$ cat src/rtl/tmr_pkg.sv
package tmr_pkg;

  typedef enum logic [2:0] {
    OFS_CTRL     = 3'd0,
    OFS_CONST_LO = 3'd1,
    OFS_CONST_HI = 3'd2,
    OFS_CNT_HI   = 3'd3,
    OFS_CNT_LO   = 3'd4,
    OFS_CAP_HI   = 3'd5,
    OFS_CAP_LO   = 3'd6
  } reg_ofs_e;

  localparam logic [2:0] SEL_PIN_RISE = 3'd5;
  localparam logic [2:0] SEL_PIN_FALL = 3'd6;
  localparam logic [2:0] SEL_PIN_BOTH = 3'd7;

  typedef struct packed {
    logic       cap_en;
    logic [1:0] edge_sel;
    logic       flag;
    logic       irq_en;
    logic       start;
    logic [2:0] sel;
  } ctrl_t;

  localparam int CTRL_W = $bits(ctrl_t);

endpackage

$ cat src/rtl/tmr_prescaler.sv
module tmr_prescaler #(
  parameter int N_DIV = 5,
  parameter int STEP  = 2
) (
  input  logic             clk,
  input  logic             rst,
  output logic [N_DIV-1:0] tick
);
  localparam int PW = N_DIV * STEP;
  localparam logic [PW-1:0] ONE = PW'(1);

  logic [PW-1:0]    div_q;
  logic [N_DIV-1:0] tick_nxt;

  always_ff @(posedge clk) begin
    if (rst) div_q <= '0;
    else     div_q <= div_q + ONE;
  end

  // Tap i fires when the low STEP*(i+1) bits are all ones: period 2^(STEP*(i+1))
  for (genvar i = 0; i < N_DIV; i++) begin : g_tap
    assign tick_nxt[i] = &div_q[STEP*(i+1)-1:0];
    if (i > 0) begin : g_nest
      AST_TAP_NESTED: assert property (@(posedge clk) disable iff (rst)
        tick[i] |-> tick[0]);
    end
  end

  always_ff @(posedge clk) begin
    if (rst) tick <= '0;
    else     tick <= tick_nxt;
  end

  AST_TAP0_SPACED: assert property (@(posedge clk) disable iff (rst)
    tick[0] |=> !tick[0]);

endmodule

$ cat src/rtl/tmr_pin_edge.sv
module tmr_pin_edge #(
  parameter int SYNC_N = 2
) (
  input  logic clk,
  input  logic rst,
  input  logic pin,
  output logic rise,
  output logic fall
);
  logic [SYNC_N:0] sh;

  always_ff @(posedge clk) begin
    if (rst) begin
      sh   <= '0;
      rise <= 1'b0;
      fall <= 1'b0;
    end else begin
      sh   <= {sh[SYNC_N-1:0], pin};
      rise <= sh[SYNC_N-1] & ~sh[SYNC_N];
      fall <= ~sh[SYNC_N-1] & sh[SYNC_N];
    end
  end

  AST_RISE_SINGLE: assert property (@(posedge clk) disable iff (rst)
    rise |=> !rise);
  AST_FALL_SINGLE: assert property (@(posedge clk) disable iff (rst)
    fall |=> !fall);

endmodule

$ cat src/rtl/tmr_channel.sv
module tmr_channel
  import tmr_pkg::*;
#(
  parameter int BUS_W      = 16,
  parameter int N_DIV      = 5,
  parameter bit HAS_CAP    = 1'b0,
  parameter bit CLR_ON_RST = 1'b1
) (
  input  logic               clk,
  input  logic               rst,
  input  logic [N_DIV-1:0]   presc_tick,
  input  logic               pin_rise,
  input  logic               pin_fall,
  input  logic               wr_ctrl,
  input  logic               wr_const_lo,
  input  logic               wr_const_hi,
  input  logic               wr_cnt_lo,
  input  logic               wr_cnt_hi,
  input  logic               rd_latch,
  input  logic [BUS_W-1:0]   wdata,
  output ctrl_t              ctrl_q,
  output logic [2*BUS_W-1:0] const_q,
  output logic [2*BUS_W-1:0] cnt_q,
  output logic [2*BUS_W-1:0] cnt_buf,
  output logic [2*BUS_W-1:0] cap_q,
  output logic               irq
);
  localparam int CNT_W = 2 * BUS_W;
  localparam logic [CNT_W-1:0] ONE = CNT_W'(1);

  ctrl_t            wr_fields;
  logic             sel_tick, step, at_zero, cnt_wr, unf_evt;
  logic [CNT_W-1:0] cnt_nxt;

  assign wr_fields = ctrl_t'(wdata[CTRL_W-1:0]);

  always_comb begin
    case (ctrl_q.sel)
      SEL_PIN_RISE: sel_tick = pin_rise;
      SEL_PIN_FALL: sel_tick = pin_fall;
      SEL_PIN_BOTH: sel_tick = pin_rise | pin_fall;
      default:      sel_tick = (int'(ctrl_q.sel) < N_DIV) ? presc_tick[ctrl_q.sel] : 1'b0;
    endcase
  end

  assign step    = ctrl_q.start & sel_tick;
  assign at_zero = (cnt_q == '0);
  assign cnt_wr  = wr_cnt_lo | wr_cnt_hi;
  assign unf_evt = step & at_zero & ~cnt_wr;

  always_comb begin
    if (wr_cnt_hi)      cnt_nxt = {wdata, cnt_q[BUS_W-1:0]};
    else if (wr_cnt_lo) cnt_nxt = {cnt_q[CNT_W-1:BUS_W], wdata};
    else if (step)      cnt_nxt = at_zero ? const_q : (cnt_q - ONE);
    else                cnt_nxt = cnt_q;
  end

  if (CLR_ON_RST) begin : g_cnt_rst
    always_ff @(posedge clk) begin
      if (rst) cnt_q <= '1;
      else     cnt_q <= cnt_nxt;
    end
  end else begin : g_cnt_keep
    always_ff @(posedge clk) cnt_q <= cnt_nxt;
  end

  always_ff @(posedge clk) begin
    if (rst) begin
      ctrl_q <= '0;
    end else if (wr_ctrl) begin
      ctrl_q.sel      <= wr_fields.sel;
      ctrl_q.start    <= wr_fields.start;
      ctrl_q.irq_en   <= wr_fields.irq_en;
      ctrl_q.edge_sel <= wr_fields.edge_sel;
      ctrl_q.cap_en   <= HAS_CAP ? wr_fields.cap_en : 1'b0;
      ctrl_q.flag     <= (ctrl_q.flag & wr_fields.flag) | unf_evt;
    end else begin
      ctrl_q.flag     <= ctrl_q.flag | unf_evt;
    end
  end

  always_ff @(posedge clk) begin
    if (rst) begin
      const_q <= '1;
    end else begin
      if (wr_const_lo) const_q[BUS_W-1:0]     <= wdata;
      if (wr_const_hi) const_q[CNT_W-1:BUS_W] <= wdata;
    end
  end

  always_ff @(posedge clk) begin
    if (rst)           cnt_buf <= '0;
    else if (rd_latch) cnt_buf <= cnt_q;
  end

  assign irq = ctrl_q.flag & ctrl_q.irq_en;

  if (HAS_CAP) begin : g_cap
    logic edge_hit, cap_evt;
    always_comb begin
      case (ctrl_q.edge_sel)
        2'b00:   edge_hit = pin_rise;
        2'b01:   edge_hit = pin_fall;
        default: edge_hit = pin_rise | pin_fall;
      endcase
    end
    assign cap_evt = ctrl_q.cap_en & edge_hit;

    always_ff @(posedge clk) begin
      if (rst)          cap_q <= '0;
      else if (cap_evt) cap_q <= cnt_q;
    end

    AST_CAPTURE_TAKES_COUNT: assert property (@(posedge clk) disable iff (rst)
      cap_evt |=> cap_q == $past(cnt_q));
    AST_CAPTURE_HOLDS: assert property (@(posedge clk) disable iff (rst)
      !cap_evt |=> $stable(cap_q));
  end else begin : g_nocap
    assign cap_q = '0;
  end

  AST_RELOAD_ON_UNDERFLOW: assert property (@(posedge clk) disable iff (rst)
    (step && at_zero && !cnt_wr) |=> (cnt_q == $past(const_q)) && ctrl_q.flag);
  AST_FLAG_STICKY: assert property (@(posedge clk) disable iff (rst)
    (ctrl_q.flag && !wr_ctrl) |=> ctrl_q.flag);
  AST_FLAG_CLEARS: assert property (@(posedge clk) disable iff (rst)
    (wr_ctrl && !wdata[5] && !(step && at_zero && !cnt_wr)) |=> !ctrl_q.flag);
  AST_HOLD_STOPPED: assert property (@(posedge clk) disable iff (rst)
    (!ctrl_q.start && !cnt_wr) |=> $stable(cnt_q));
  AST_WRITE_WINS: assert property (@(posedge clk) disable iff (rst)
    (wr_cnt_lo && !wr_cnt_hi) |=> cnt_q[BUS_W-1:0] == $past(wdata));
  AST_BUFFER_COHERENT: assert property (@(posedge clk) disable iff (rst)
    rd_latch |=> cnt_buf == $past(cnt_q));

endmodule

$ cat src/rtl/triple_reload_timer.sv
module triple_reload_timer
  import tmr_pkg::*;
#(
  parameter int N_CH     = 3,
  parameter int BUS_W    = 16,
  parameter int ADDR_W   = 5,
  parameter int CAP_CH   = 2,
  parameter int N_DIV    = 5,
  parameter int DIV_STEP = 2,
  parameter int SYNC_N   = 2
) (
  input  logic              clk,
  input  logic              rst,
  input  logic              bus_rd,
  input  logic              bus_wr,
  input  logic [ADDR_W-1:0] bus_addr,
  input  logic [BUS_W-1:0]  bus_wdata,
  output logic [BUS_W-1:0]  bus_rdata,
  input  logic              ext_clk_pin,
  output logic [N_CH-1:0]   irq
);
  localparam int CNT_W = 2 * BUS_W;
  localparam int CH_W  = ADDR_W - 3;

  logic [CH_W-1:0]  ch_idx;
  reg_ofs_e         ofs;
  logic [N_DIV-1:0] presc_tick;
  logic             pin_rise, pin_fall;
  logic [BUS_W-1:0] rd_word;

  ctrl_t            ctrl_a  [N_CH];
  logic [CNT_W-1:0] const_a [N_CH];
  logic [CNT_W-1:0] cnt_a   [N_CH];
  logic [CNT_W-1:0] buf_a   [N_CH];
  logic [CNT_W-1:0] cap_a   [N_CH];

  assign ch_idx = bus_addr[ADDR_W-1:3];
  assign ofs    = reg_ofs_e'(bus_addr[2:0]);

  tmr_prescaler #(.N_DIV(N_DIV), .STEP(DIV_STEP)) u_presc (
    .clk (clk), .rst (rst), .tick (presc_tick)
  );

  tmr_pin_edge #(.SYNC_N(SYNC_N)) u_pin (
    .clk (clk), .rst (rst), .pin (ext_clk_pin), .rise (pin_rise), .fall (pin_fall)
  );

  for (genvar i = 0; i < N_CH; i++) begin : g_ch
    logic hit;
    assign hit = (ch_idx == CH_W'(i));

    tmr_channel #(
      .BUS_W      (BUS_W),
      .N_DIV      (N_DIV),
      .HAS_CAP    (i == CAP_CH),
      .CLR_ON_RST (i != CAP_CH)
    ) u_chan (
      .clk         (clk),
      .rst         (rst),
      .presc_tick  (presc_tick),
      .pin_rise    (pin_rise),
      .pin_fall    (pin_fall),
      .wr_ctrl     (bus_wr & hit & (ofs == OFS_CTRL)),
      .wr_const_lo (bus_wr & hit & (ofs == OFS_CONST_LO)),
      .wr_const_hi (bus_wr & hit & (ofs == OFS_CONST_HI)),
      .wr_cnt_lo   (bus_wr & hit & (ofs == OFS_CNT_LO)),
      .wr_cnt_hi   (bus_wr & hit & (ofs == OFS_CNT_HI)),
      .rd_latch    (bus_rd & hit & (ofs == OFS_CNT_HI)),
      .wdata       (bus_wdata),
      .ctrl_q      (ctrl_a[i]),
      .const_q     (const_a[i]),
      .cnt_q       (cnt_a[i]),
      .cnt_buf     (buf_a[i]),
      .cap_q       (cap_a[i]),
      .irq         (irq[i])
    );
  end

  always_comb begin
    rd_word = '0;
    for (int i = 0; i < N_CH; i++) begin
      if (ch_idx == CH_W'(i)) begin
        case (ofs)
          OFS_CTRL:     rd_word = BUS_W'(ctrl_a[i]);
          OFS_CONST_LO: rd_word = const_a[i][BUS_W-1:0];
          OFS_CONST_HI: rd_word = const_a[i][CNT_W-1:BUS_W];
          OFS_CNT_HI:   rd_word = cnt_a[i][CNT_W-1:BUS_W];
          OFS_CNT_LO:   rd_word = buf_a[i][BUS_W-1:0];
          OFS_CAP_HI:   rd_word = cap_a[i][CNT_W-1:BUS_W];
          OFS_CAP_LO:   rd_word = cap_a[i][BUS_W-1:0];
          default:      rd_word = '0;
        endcase
      end
    end
  end

  always_ff @(posedge clk) begin
    if (rst)         bus_rdata <= '0;
    else if (bus_rd) bus_rdata <= rd_word;
  end

  AST_RDATA_HOLDS: assert property (@(posedge clk) disable iff (rst)
    !bus_rd |=> $stable(bus_rdata));

endmodule

$ cat config.mk
export PLATFORM = sky130hd
export DESIGN_NAME = triple_reload_timer
export DESIGN_NICKNAME = d
export VERILOG_FILES = /design/src/rtl/tmr_pkg.sv /design/src/rtl/tmr_prescaler.sv /design/src/rtl/tmr_pin_edge.sv /design/src/rtl/tmr_channel.sv /design/src/rtl/triple_reload_timer.sv
export SDC_FILE = /design/constraint.sdc
export NUM_CORES = 1
export LEC_CHECK = 0
export BUFFER_PORTS_ARGS = -buffer_cell sky130_fd_sc_hd__clkbuf_2
export CORE_UTILIZATION = 50
export CTS_CLUSTER_SIZE = 40
export DETAILED_ROUTE_END_ITERATION = 8
export GPL_TIMING_DRIVEN = 0
export PLACE_DENSITY_LB_ADDON = 0.2
export SYNTH_ARGS = -nofsm -noshare
export SYNTH_HDL_FRONTEND = slang
export SYNTH_SLANG_ARGS = --single-unit
$ cat constraint.sdc
create_clock -name clk -period 8.3 [get_ports clk]
set_input_delay 1.66 -clock clk [delete_from_list [all_inputs] [get_ports clk]]
set_output_delay 1.66 -clock clk [all_outputs]
set_load 0.1 [all_outputs]
==> flow_metrics.env, run 1 <==
export IMPL_ir_worst_vdd_uv=231.5
export IMPL_rows=68
export IMPL_period_minus_slack_ps=4693
export IMPL_grt_max_degree=17
export IMPL_p_seq_frac=0.449
export IMPL_fin_area_sq_um=19860
export IMPL_clk_pin_slew_ps=60
export IMPL_timing_reg2reg_setup_slack_ps=5150
export IMPL_hold_buffers=0
export IMPL_r2r_start="g_ch[0].u_chan.ctrl_q[0]"
export IMPL_grt_pass1_wl_microns=109300
export IMPL_antenna_found_initial=6
export IMPL_synth_most_common_cell="dfxtp_1"
export IMPL_p_per_area_nw_per_um2=186.2
export IMPL_finalPower_mw=3.697
export IMPL_maxCapViolations=0
export IMPL_cpPeakStageDelay_ps=910
export IMPL_crit_required_ps=8490
export IMPL_hold_end="u_pin.rise"
export IMPL_synth_edf_count=32
export IMPL_min_delay_start="u_pin.sh[2]"
export IMPL_yosys_top_cells_count="301 x dfxtp_1, 253 x nand2_1, 249 x nor2_1"
export IMPL_leakage_nw=7.204
export IMPL_worst_setup_path_end_kind="register"
export IMPL_path_cells="clkbuf_1 -> nor3b_1 -> buf_2 -> buf_1 -> nand3_1 -> a21oi_2"
export IMPL_syn_avg_cell_area_sq_um=8.566
export IMPL_n_fill_cell=3240
export IMPL_gr_total_overflow=0
export IMPL_relSlewSlack=0.1220
export IMPL_drc=0
export IMPL_hold_viol=0
export IMPL_critPathBufInv=3
export IMPL_synthDistinctLibCells=94
export IMPL_dieArea_sq_um=36380
export IMPL_die_width_microns=190.7
export IMPL_dp_hpwl_microns=55390
export IMPL_fin_nets=2194
export IMPL_chipHeight_microns=190.7
export IMPL_worst_setup_path_type="input port to register"
export IMPL_synth_area_leaders="dfxtp_1 34%, mux2i_1 8.0%, edfxtp_1 5.4%"
export IMPL_power_frac_clock=0.466
export IMPL_rsz0062_at_grt="false"
export IMPL_multi_input_area_sq_um=10030
export IMPL_clockRootBuffer="clkbuf_16"
export IMPL_routabilityCongestion=1.066
export IMPL_share_comb_of_total_power=0.085
export IMPL_cts_repair_resized=0
export IMPL_wl_microns=75080
export IMPL_p_int_mw=2.714
export IMPL_clockBufferDepth=3
export IMPL_holdCritPathClass="register to register"
export IMPL_vias=17788
export IMPL_p_switching_mw=0.9830
export IMPL_synth_largest_area_cell="dfxtp_1"
export IMPL_synth_area_sq_um=17810
export IMPL_via_per_inst=6.715
export IMPL_skew_ps=25.25
export IMPL_min_period_over_period=0.5654
export IMPL_arrival_ps=4890
export IMPL_cts_htree_levels=2
export IMPL_ys_ff_latch=333
export IMPL_ys_seq_area_frac=0.3923
export IMPL_drt_iter0_drc=2332
export IMPL_cts_setup_buffers=0
export IMPL_areaGrowthSynthToFinish_pct=11.49
export IMPL_hold_depth=1
export IMPL_yosys_warnings=0
export IMPL_numCtsBuffers=38
export IMPL_r2r_end="g_ch[0].u_chan.cnt_q[5]"
export IMPL_drive_above_1_share=0.08813
export IMPL_ys_async_sr_fraction=0
export IMPL_synthFlopType="dfxtp_1"
export IMPL_worst_pin_slew_ps=1317
export IMPL_ant_nets=0
export IMPL_finalSetupViolations=0
export IMPL_num_io_pins=45
export IMPL_setup_tns_ps=0
export IMPL_clk_latency_ps=580
export IMPL_run_status="completed"
export IMPL_r2r_cells=8
export IMPL_cts_tree="yes"
export IMPL_first_pass_iters=7
export IMPL_start_kind="input port"
export IMPL_crit_fanout=16
export IMPL_postSynthCellCount=2079
export IMPL_clock_fmax_mhz=213.1
export IMPL_switching_share=0.2659
export IMPL_syn_nets=2112
export IMPL_routedWlPerCell_microns=28.34
export IMPL_drv_slew=0
export IMPL_utilization=0.5706
export IMPL_portBuffers=42
export IMPL_placed_area_sq_um=18600
export IMPL_cts_sinks=333
export IMPL_path_delay_family="buffers and inverters"
export IMPL_core_area_sq_um=34800
export IMPL_grt_util_all_layers=0.4129
export IMPL_register_area_sq_um=6987
export IMPL_cpMaxStageDelayCell="a21oi_2"
export IMPL_grt_pass1_vias=16543
export IMPL_netlist_area_leader_share=0.3383
export IMPL_start_util=0.5118
==> sequential cells by signal (all words and copies together) (netlist names) <==
signal	count
u_pin.sh	3
u_presc.tick	5
g_ch.u_chan.cnt_buf	48
g_ch.u_chan.cnt_q	96
u_pin.rise	1
g_ch.u_chan.const_q	96
u_pin.fall	1
g_ch.u_chan.cap_q	32
g_ch.u_chan.ctrl_q	25
bus_rdata	16
u_presc.div_q	10
==> area by class of cell <==
| class | instances | area share |
|---|---|---|
| Tap cell | 455 | 0.02867 |
| Inverter | 15 | 0.002836 |
| Clock buffer | 57 | 0.05829 |
| Sequential cell | 333 | 0.3519 |
| Clock inverter | 12 | 0.004537 |
| Antenna cell | 4 | 0.0005041 |
| Timing Repair Buffer | 42 | 0.01059 |
| Multi-Input combinational cell | 1553 | 0.5051 |
| Buffer | 178 | 0.03762 |
==> stage by stage <==
stage	std cells	worst slack, ps	hold WS [ps]
detailed placement	2576	3210	410.2
finish	2649	3607	418.9
global route	2646	3474	446.4
floorplan	2079	4143	383.5
global placement	2576	2692	395.5
CTS	2645	3792	417.1
==> cell families after synthesis <==
family                   count (synthesis)  synth area share
AO/OA/AOI/OAI                          475            0.1907
AND/OR/NAND/NOR                        850            0.2397
flip-flops                             333            0.3923
adder cells (fa/ha/maj)                  7          0.004918
XOR/XNOR                                60           0.02951
multiplexers                           161           0.09772
buffers and inverters                  193           0.04510
==> worst max path at each step <==
stage | start | end | slack [ps] | cells after the start
after floorplan | bus_addr[2] | g_ch[2].u_chan.cnt_q[0] | 4140 | 6
after global placement | bus_addr[2] | g_ch[2].u_chan.cnt_q[9] | 2690 | 6
after detailed placement | bus_addr[2] | g_ch[2].u_chan.cnt_q[9] | 3210 | 6
after CTS | bus_addr[2] | g_ch[2].u_chan.cnt_q[9] | 3790 | 6
after global routing | bus_addr[2] | g_ch[2].u_chan.cnt_q[9] | 3470 | 6
final | bus_addr[2] | g_ch[2].u_chan.cnt_q[9] | 3610 | 6
==> power by group through the flow <==
stage / Sequential, mW / Combinational (mW) / Clock (mW)
finish: 1.66 / 0.315 / 1.72
global route: 1.66 / 0.321 / 1.78
detailed placement: 1.69 / 0.301 / 0
global placement: 1.69 / 0.299 / 0
floorplan: 1.72 / 0.146 / 0
CTS: 1.66 / 0.302 / 1.72
==> metal layers <==
layer / track usage / wire length, microns
met1: 0.5464 / 29800
met2: 0.6164 / 31900
met3: 0.09569 / 8629
met4: 0.2329 / 4719
met5: 0 / 23
==> layout by cell type, fill, tap and decap left out, types with 9 or more instances in the layout <==
| cell type | Yosys | final |
|---|---|---|
| or4_1 | 11 | 11 |
| buf_2 | 22 | 22 |
| nand3_1 | 35 | 35 |
| mux2_2 | 10 | 10 |
| o211ai_1 | 26 | 26 |
| edfxtp_1 | 32 | 32 |
| clkbuf_1 | 136 | 146 |
| clkbuf_16 | 0 | 42 |
| nand2b_1 | 14 | 14 |
| xnor2_1 | 28 | 28 |
| nor4_1 | 18 | 18 |
| o32a_1 | 9 | 9 |
| a21oi_1 | 76 | 75 |
| nor2b_1 | 47 | 47 |
| nand4_1 | 10 | 10 |
| nand2_1 | 253 | 253 |
| or3_1 | 12 | 12 |
| buf_1 | 12 | 12 |
| o22ai_1 | 17 | 16 |
| xor2_1 | 32 | 32 |
| clkbuf_2 | 0 | 42 |
| clkinv_2 | 0 | 9 |
| and3_1 | 21 | 21 |
| inv_1 | 14 | 14 |
| and2_1 | 16 | 16 |
| a221oi_1 | 39 | 39 |
| nor2_1 | 249 | 249 |
| a22o_1 | 23 | 23 |
| o22a_1 | 21 | 21 |
| a22oi_1 | 23 | 23 |
| dfxtp_1 | 301 | 301 |
| o21ai_0 | 77 | 77 |
| a211o_1 | 39 | 39 |
| mux2i_1 | 142 | 142 |
| nor3_1 | 43 | 43 |
| o2bb2ai_1 | 14 | 14 |
| a211oi_1 | 25 | 25 |
| a31oi_1 | 26 | 26 |
| nand3b_1 | 66 | 66 |
No activity file was read; power rests on OpenSTA's default activity.
==> inputs of run 2 (changes only) <==
clock period = 3.9 ns   (was 8.3 ns; I/O delays follow)
==> run 2 against run 1 <==
Against the previous run: global-route usage did not move; register-to-register slack worse by 4400 ps; non-clock buffer count unchanged; sequential power rose by 110%; count of clock-buffer cells in the layout unchanged; cell area about the same; total power up 110%; core utilization is essentially flat; first-iteration DRC count stayed put; clock skew about the same; final cell count did not move; via count about the same; critical endpoint unchanged; largest power group unchanged.
==> flow_metrics.env, run 2 (same netlist as run 1, synthesis figures left out) <==
export IMPL_drc=0
export IMPL_finalPower_mw=7.869
export IMPL_num_io_pins=45
export IMPL_rsz0062_at_grt="false"
export IMPL_cpMaxStageDelayCell="buf_1"
export IMPL_grt_max_degree=17
export IMPL_leakage_nw=7.204
export IMPL_final_common_cell="dfxtp_1"
export IMPL_grt_pass1_vias=16543
export IMPL_register_area_sq_um=6987
export IMPL_p_switching_mw=2.093
export IMPL_cts_htree_levels=2
export IMPL_routabilityCongestion=1.066
export IMPL_cts_tree="yes"
export IMPL_power_frac_clock=0.466
export IMPL_wl_microns=75120
export IMPL_clk_pin_slew_ps=60
export IMPL_finalSetupViolations=0
export IMPL_start_util=0.5118
export IMPL_relSlewSlack=0.1245
export IMPL_p_int_mw=5.776
export IMPL_arrival_ps=3760
export IMPL_critPathBufInv=3
export IMPL_rows=68
export IMPL_placed_area_sq_um=18600
export IMPL_run_status="completed"
export IMPL_worst_pin_slew_ps=1313
export IMPL_dp_slack_ps=-310.1
export IMPL_layout_setup_ws_ps=352.2
export IMPL_cts_sinks=333
export IMPL_via_per_inst=6.717
export IMPL_drt_iter0_drc=2332
export IMPL_biggestRegsByFlops="g_ch.u_chan.cnt_q x96, g_ch.u_chan.const_q x96, g_ch.u_chan.cnt_buf x48"
export IMPL_period_minus_slack_ps=3548
export IMPL_min_period_over_period=0.9097
export IMPL_areaGrowthSynthToFinish_pct=11.54
export IMPL_path_delay_family="buffers and inverters"
export IMPL_die_width_microns=190.7
export IMPL_p_seq_frac=0.449
export IMPL_clockBufferDepth=3
export IMPL_holdCritPathClass="register to register"
export IMPL_dp_hpwl_microns=55390
export IMPL_drive_above_1_share=0.08813
export IMPL_grt_pass1_wl_microns=109300
export IMPL_drv_slew=0
export IMPL_ir_worst_vdd_uv=492.7
export IMPL_clk_latency_ps=580
export IMPL_vias=17793
export IMPL_worst_setup_path_end_kind="register"
export IMPL_path_cells="clkbuf_1 -> nor3b_1 -> buf_2 -> buf_1 -> nand3_1 -> a21oi_4"
export IMPL_antenna_found_initial=6
export IMPL_maxCapViolations=0
export IMPL_share_comb_of_total_power=0.085
export IMPL_first_pass_iters=7
export IMPL_cts_setup_buffers=0
export IMPL_skew_ps=25.30
export IMPL_switching_share=0.2660
export IMPL_setup_tns_ps=0
export IMPL_chipHeight_microns=190.7
export IMPL_start_kind="input port"
export IMPL_fin_area_sq_um=19860
export IMPL_hold_viol=0
export IMPL_grt_util_all_layers=0.4129
export IMPL_utilization=0.5708
export IMPL_numCtsBuffers=38
export IMPL_gr_total_overflow=0
export IMPL_multi_input_area_sq_um=10040
export IMPL_portBuffers=42
export IMPL_p_per_area_nw_per_um2=396.2
export IMPL_crit_required_ps=4110
export IMPL_fin_nets=2194
export IMPL_dp_cells=2576
export IMPL_cpPeakStageDelay_ps=710
export IMPL_n_fill_cell=3238
export IMPL_routedWlPerCell_microns=28.36
export IMPL_dieArea_sq_um=36380
export IMPL_core_area_sq_um=34800
export IMPL_clockRootBuffer="clkbuf_16"
export IMPL_stdcell_count=2649
export IMPL_layout_common_cells="301 x dfxtp_1, 253 x nand2_1, 249 x nor2_1"
export IMPL_crit_fanout=16
export IMPL_clock_fmax_mhz=281.9
export IMPL_ant_nets=0
export IMPL_timing_hold_ws_ps=418.9
export IMPL_worst_setup_path_type="input port to register"
[run 2: cell types whose count changed in the layout (fill, tap and decap cells not counted)]
cell	delta
a21oi_2	-1
a21oi_4	+1
[run 2: power groups by stage]
stage | logic [mW] | registers (mW) | clock network [mW]
finish | 0.670 | 3.53 | 3.67
global route | 0.684 | 3.53 | 3.80
CTS | 0.642 | 3.53 | 3.66
detailed placement | 0.640 | 3.60 | 0
global placement | 0.636 | 3.60 | 0
floorplan | 0.310 | 3.66 | 0
[run 2: final timing paths]
| check | endpoint | cells past startpoint | slack [ps] | from |
|---|---|---|---|---|
| max | g_ch[2].u_chan.cnt_q[9] | 6 | 350 | bus_addr[2] |
| min | u_pin.rise | 1 | 420 | u_pin.sh[2] |
| max reg2reg | g_ch[0].u_chan.cnt_q[5] | 8 | 750 | g_ch[0].u_chan.ctrl_q[0] |
| min reg2reg | u_pin.rise | 1 | 420 | u_pin.sh[2] |
[run 2: worst reg2reg max path, cell delays in order, from the launching register on]
cell and delay, ps:
dfxtp_1 550, mux4_2 640, or2_0 310, clkbuf_1 230
and2_1 230, o21ai_1 510, nor2_1 120, clkbuf_1 300
a31oi_1 210
[run 2: cell type report]
cell class                 count  area share
tap                          455     0.02866
inverter                      15    0.002834
antenna                        4   0.0005039
multi-input combinational   1553      0.5053
clock inverter                12    0.004535
sequential                   333      0.3517
timing repair buffer          42     0.01058
buffer                       178     0.03760
clock buffer                  57     0.05826
[run 2: timing repair]
item,4_1_cts,5_1_grt
hold buffers,0,0
resized for setup,0,1
endpoints found under the hold margin,0,0
endpoints found under the setup margin,0,16
[run 2: per-layer routing]
metal	up-vias	part of all wire	track usage
li1	7743	-	-
met1	8596	0.40	0.5464
met2	1185	0.42	0.6164
met3	265	0.12	0.09569
met4	4	0.063	0.2329
met5	-	0.00031	0
==> inputs of run 3 (changes only) <==
ABC_AREA = 1   (was unset)
CTS_BUF_LIST = sky130_fd_sc_hd__clkbuf_4   (was unset)
CTS_CLUSTER_SIZE = 14   (was 40)
==> run 3 against run 2 <==
Against the previous run: clock skew increased by 42 ps; largest cell class unchanged; critical path depth down 2; largest power group is now registers; sequential cell count stayed put; sequential share of layout area is 0.93 points lower; synthesized cell count is 38% higher; critical endpoint is now irq[0]; register-to-register slack better by 600 ps; setup slack gained 770 ps; core utilization decreased by 1.2 points.
==> flow_metrics.env, run 3 <==
export IMPL_run_status="completed"
export IMPL_multi_input_area_sq_um=9535
export IMPL_chipHeight_microns=194.2
export IMPL_areaGrowthSynthToFinish_pct=10.42
export IMPL_worst_setup_path_end_kind="output port"
export IMPL_timing_critical_path_to="irq[0]"
export IMPL_r2r_start="g_ch[0].u_chan.cnt_q[2]"
export IMPL_drc=0
export IMPL_skew_ps=67.27
export IMPL_ir_worst_vdd_uv=253.2
export IMPL_timing_reg2reg_setup_slack_ps=1350
export IMPL_core_area_sq_um=36520
export IMPL_netlist_area_leader_share=0.3261
export IMPL_drv_slew=0
export IMPL_holdCritPathClass="input port to register"
export IMPL_ys_async_sr_fraction=0
export IMPL_utilization=0.5587
export IMPL_yosys_warnings=0
export IMPL_numCtsBuffers=91
export IMPL_ys_seq_area_frac=0.3781
export IMPL_synth_largest_area_cell="dfxtp_1"
export IMPL_synthDistinctLibCells=43
export IMPL_routabilityCongestion=1.105
export IMPL_ys_ff_latch=333
export IMPL_clk_latency_ps=840
export IMPL_rows=70
export IMPL_relSlewSlack=0.1673
export IMPL_vias=21401
export IMPL_dp_hpwl_microns=65020
export IMPL_grt_util_all_layers=0.4469
export IMPL_synth_most_common_cell="nand2_1"
export IMPL_finalSetupViolations=0
export IMPL_cp_depth=4
export IMPL_dieArea_sq_um=37730
export IMPL_first_pass_iters=6
export IMPL_clk_pin_slew_ps=80
export IMPL_syn_nets=2907
export IMPL_cts_setup_buffers=0
export IMPL_cpPeakStageDelay_ps=440
export IMPL_hold_viol=0
export IMPL_start_util=0.5059
export IMPL_r2r_end="g_ch[0].u_chan.cnt_q[30]"
export IMPL_grt_pass1_wl_microns=123900
export IMPL_period_minus_slack_ps=2775
export IMPL_grt_pass1_vias=19693
export IMPL_final_common_cell="nand2_1"
export IMPL_p_per_area_nw_per_um2=365.7
export IMPL_syn_avg_cell_area_sq_um=6.429
export IMPL_setup_tns_ps=0
export IMPL_rsz0062_at_grt="false"
export IMPL_worst_pin_slew_ps=1249
export IMPL_critPathBufInv=3
export IMPL_grt_max_degree=17
export IMPL_synth_area_sq_um=18480
export IMPL_crit_required_ps=3120
export IMPL_drt_iter0_drc=3176
export IMPL_clock_fmax_mhz=360.4
export IMPL_num_io_pins=45
export IMPL_cts_tree="yes"
export IMPL_synth_area_leaders="dfxtp_1 33%, nand2_1 13%, o21ai_0 9.7%"
export IMPL_biggestRegsByFlops="g_ch.u_chan.cnt_q x96, g_ch.u_chan.const_q x96, g_ch.u_chan.cnt_buf x48"
export IMPL_synth_edf_count=32
export IMPL_maxCapViolations=0
export IMPL_ant_nets=0
export IMPL_n_fill_cell=3807
export IMPL_cts_htree_levels=3
export IMPL_fin_nets=3035
export IMPL_postSynthCellCount=2874
export IMPL_cts_repair_resized=0
export IMPL_register_area_sq_um=6987
export IMPL_arrival_ps=1990
export IMPL_gr_total_overflow=0
export IMPL_clockRootBuffer="clkbuf_4"
export IMPL_hold_buffers=0
export IMPL_cts_sinks=333
export IMPL_crit_path_start="g_ch[0].u_chan.ctrl_q[4]"
export IMPL_r2r_cells=10
export IMPL_cpMaxStageDelayCell="clkbuf_2"
export IMPL_drive_above_1_share=0.09573
export IMPL_crit_fanout=3
export IMPL_path_delay_family="buffers and inverters"
export IMPL_worst_setup_path_type="register to output port"
export IMPL_path_cells="nand2_1 -> inv_1 -> buf_4 -> clkbuf_2"
export IMPL_layout_common_cells="657 x nand2_1, 356 x o21ai_0, 339 x a21oi_1"
export IMPL_antenna_found_initial=2
export IMPL_start_kind="register"
export IMPL_yosys_top_cells_count="657 x nand2_1, 357 x o21ai_0, 340 x a21oi_1"
export IMPL_wl_microns=85510
export IMPL_portBuffers=34
export IMPL_via_per_inst=6.042
export IMPL_leakage_nw=9.190
export IMPL_synthFlopType="dfxtp_1"
export IMPL_die_width_microns=194.2
export IMPL_routedWlPerCell_microns=24.14
export IMPL_clockBufferDepth=3
export IMPL_min_period_over_period=0.7114
-- run 3: cell count changes after synthesis, moves of 47 or more --
| cell | change |
|---|---|
| mux2i_1 | -142 |
| nand3b_1 | -64 |
| nor2_1 | +71 |
| inv_1 | +312 |
| o21ai_0 | +280 |
| o22ai_1 | +54 |
| clkbuf_1 | -51 |
| nor2b_1 | -47 |
| nand2_1 | +404 |
| a21oi_1 | +264 |
| nand3_1 | +92 |
-- run 3: worst min-delay path by stage --
stage / from / endpoint / slack, ps / depth (start not counted)
3_5_place_dp: u_pin.sh[0] / u_pin.sh[1] / 410 / 2
4_1_cts: ext_clk_pin / u_pin.sh[0] / 160 / 3
6_report: ext_clk_pin / u_pin.sh[0] / 180 / 3
5_1_grt: ext_clk_pin / u_pin.sh[0] / 170 / 3
3_3_place_gp: u_pin.sh[0] / u_pin.sh[1] / 400 / 2
2_1_floorplan: u_pin.sh[0] / u_pin.sh[1] / 390 / 2
-- run 3: power by group --
part | leakage [nW] | switching, mW | internal (mW) | total, mW
Clock | 0.698 | 1.58 | 1.64 | 3.22
Combinational | 5.76 | 0.555 | 0.142 | 0.697
Sequential | 2.73 | 0.0446 | 3.50 | 3.54
Total | 9.19 | 2.18 | 5.29 | 7.46
-- run 3: logic make-up (layout without fill, tap and decap cells) --
kind of cell | Yosys count | count (layout) | share of synthesized area
buffers and inverters | 492 | 689 | 0.1060
other | 0 | 3 | 0
AND/OR/NAND/NOR | 1195 | 1195 | 0.2667
flip-flops | 333 | 333 | 0.3781
AO/OA/AOI/OAI | 820 | 820 | 0.2317
XOR/XNOR | 27 | 27 | 0.01280
adder cells (fa/ha/maj) | 7 | 7 | 0.004740
-- run 3: layout make-up --
type	instances	area share
antenna	3	0.0003679
buffer	151	0.03311
clock buffer	142	0.05225
clock inverter	20	0.003986
inverter	341	0.06292
multi-input combinational	2049	0.4673
sequential	333	0.3424
tap	468	0.02870
timing repair buffer	35	0.008892
-- run 3: per-stage QoR --
stage | hold WS, ps | area [sq um] | setup WS, ps | instances | total power, mW
floorplan | 388.3 | 18480 | 977.5 | 2874 | 3.999
global placement | 396.5 | 19230 | 40.36 | 3376 | 4.258
detailed placement | 407.6 | 19250 | 630.3 | 3377 | 4.265
CTS | 163.2 | 20400 | 1141 | 3539 | 7.386
global route | 170.9 | 20400 | 1067 | 3541 | 7.655
finish | 181.9 | 20400 | 1125 | 3542 | 7.462
-- run 3: layer usage --
metal / wire [microns] / global-route usage / vias to the layer above
met1: 32050 / 0.5557 / 9868
met2: 36970 / 0.6852 / 1518
met4: 5542 / 0.2819 / 0
met5: 0 / 0 / -
li1: - / - / 9719
met3: 10940 / 0.1221 / 296
-- run 3: tightest hold or removal path, stage by stage --
cell and delay (ps):
clkbuf_2 80, inv_1 40, nor2_1 30
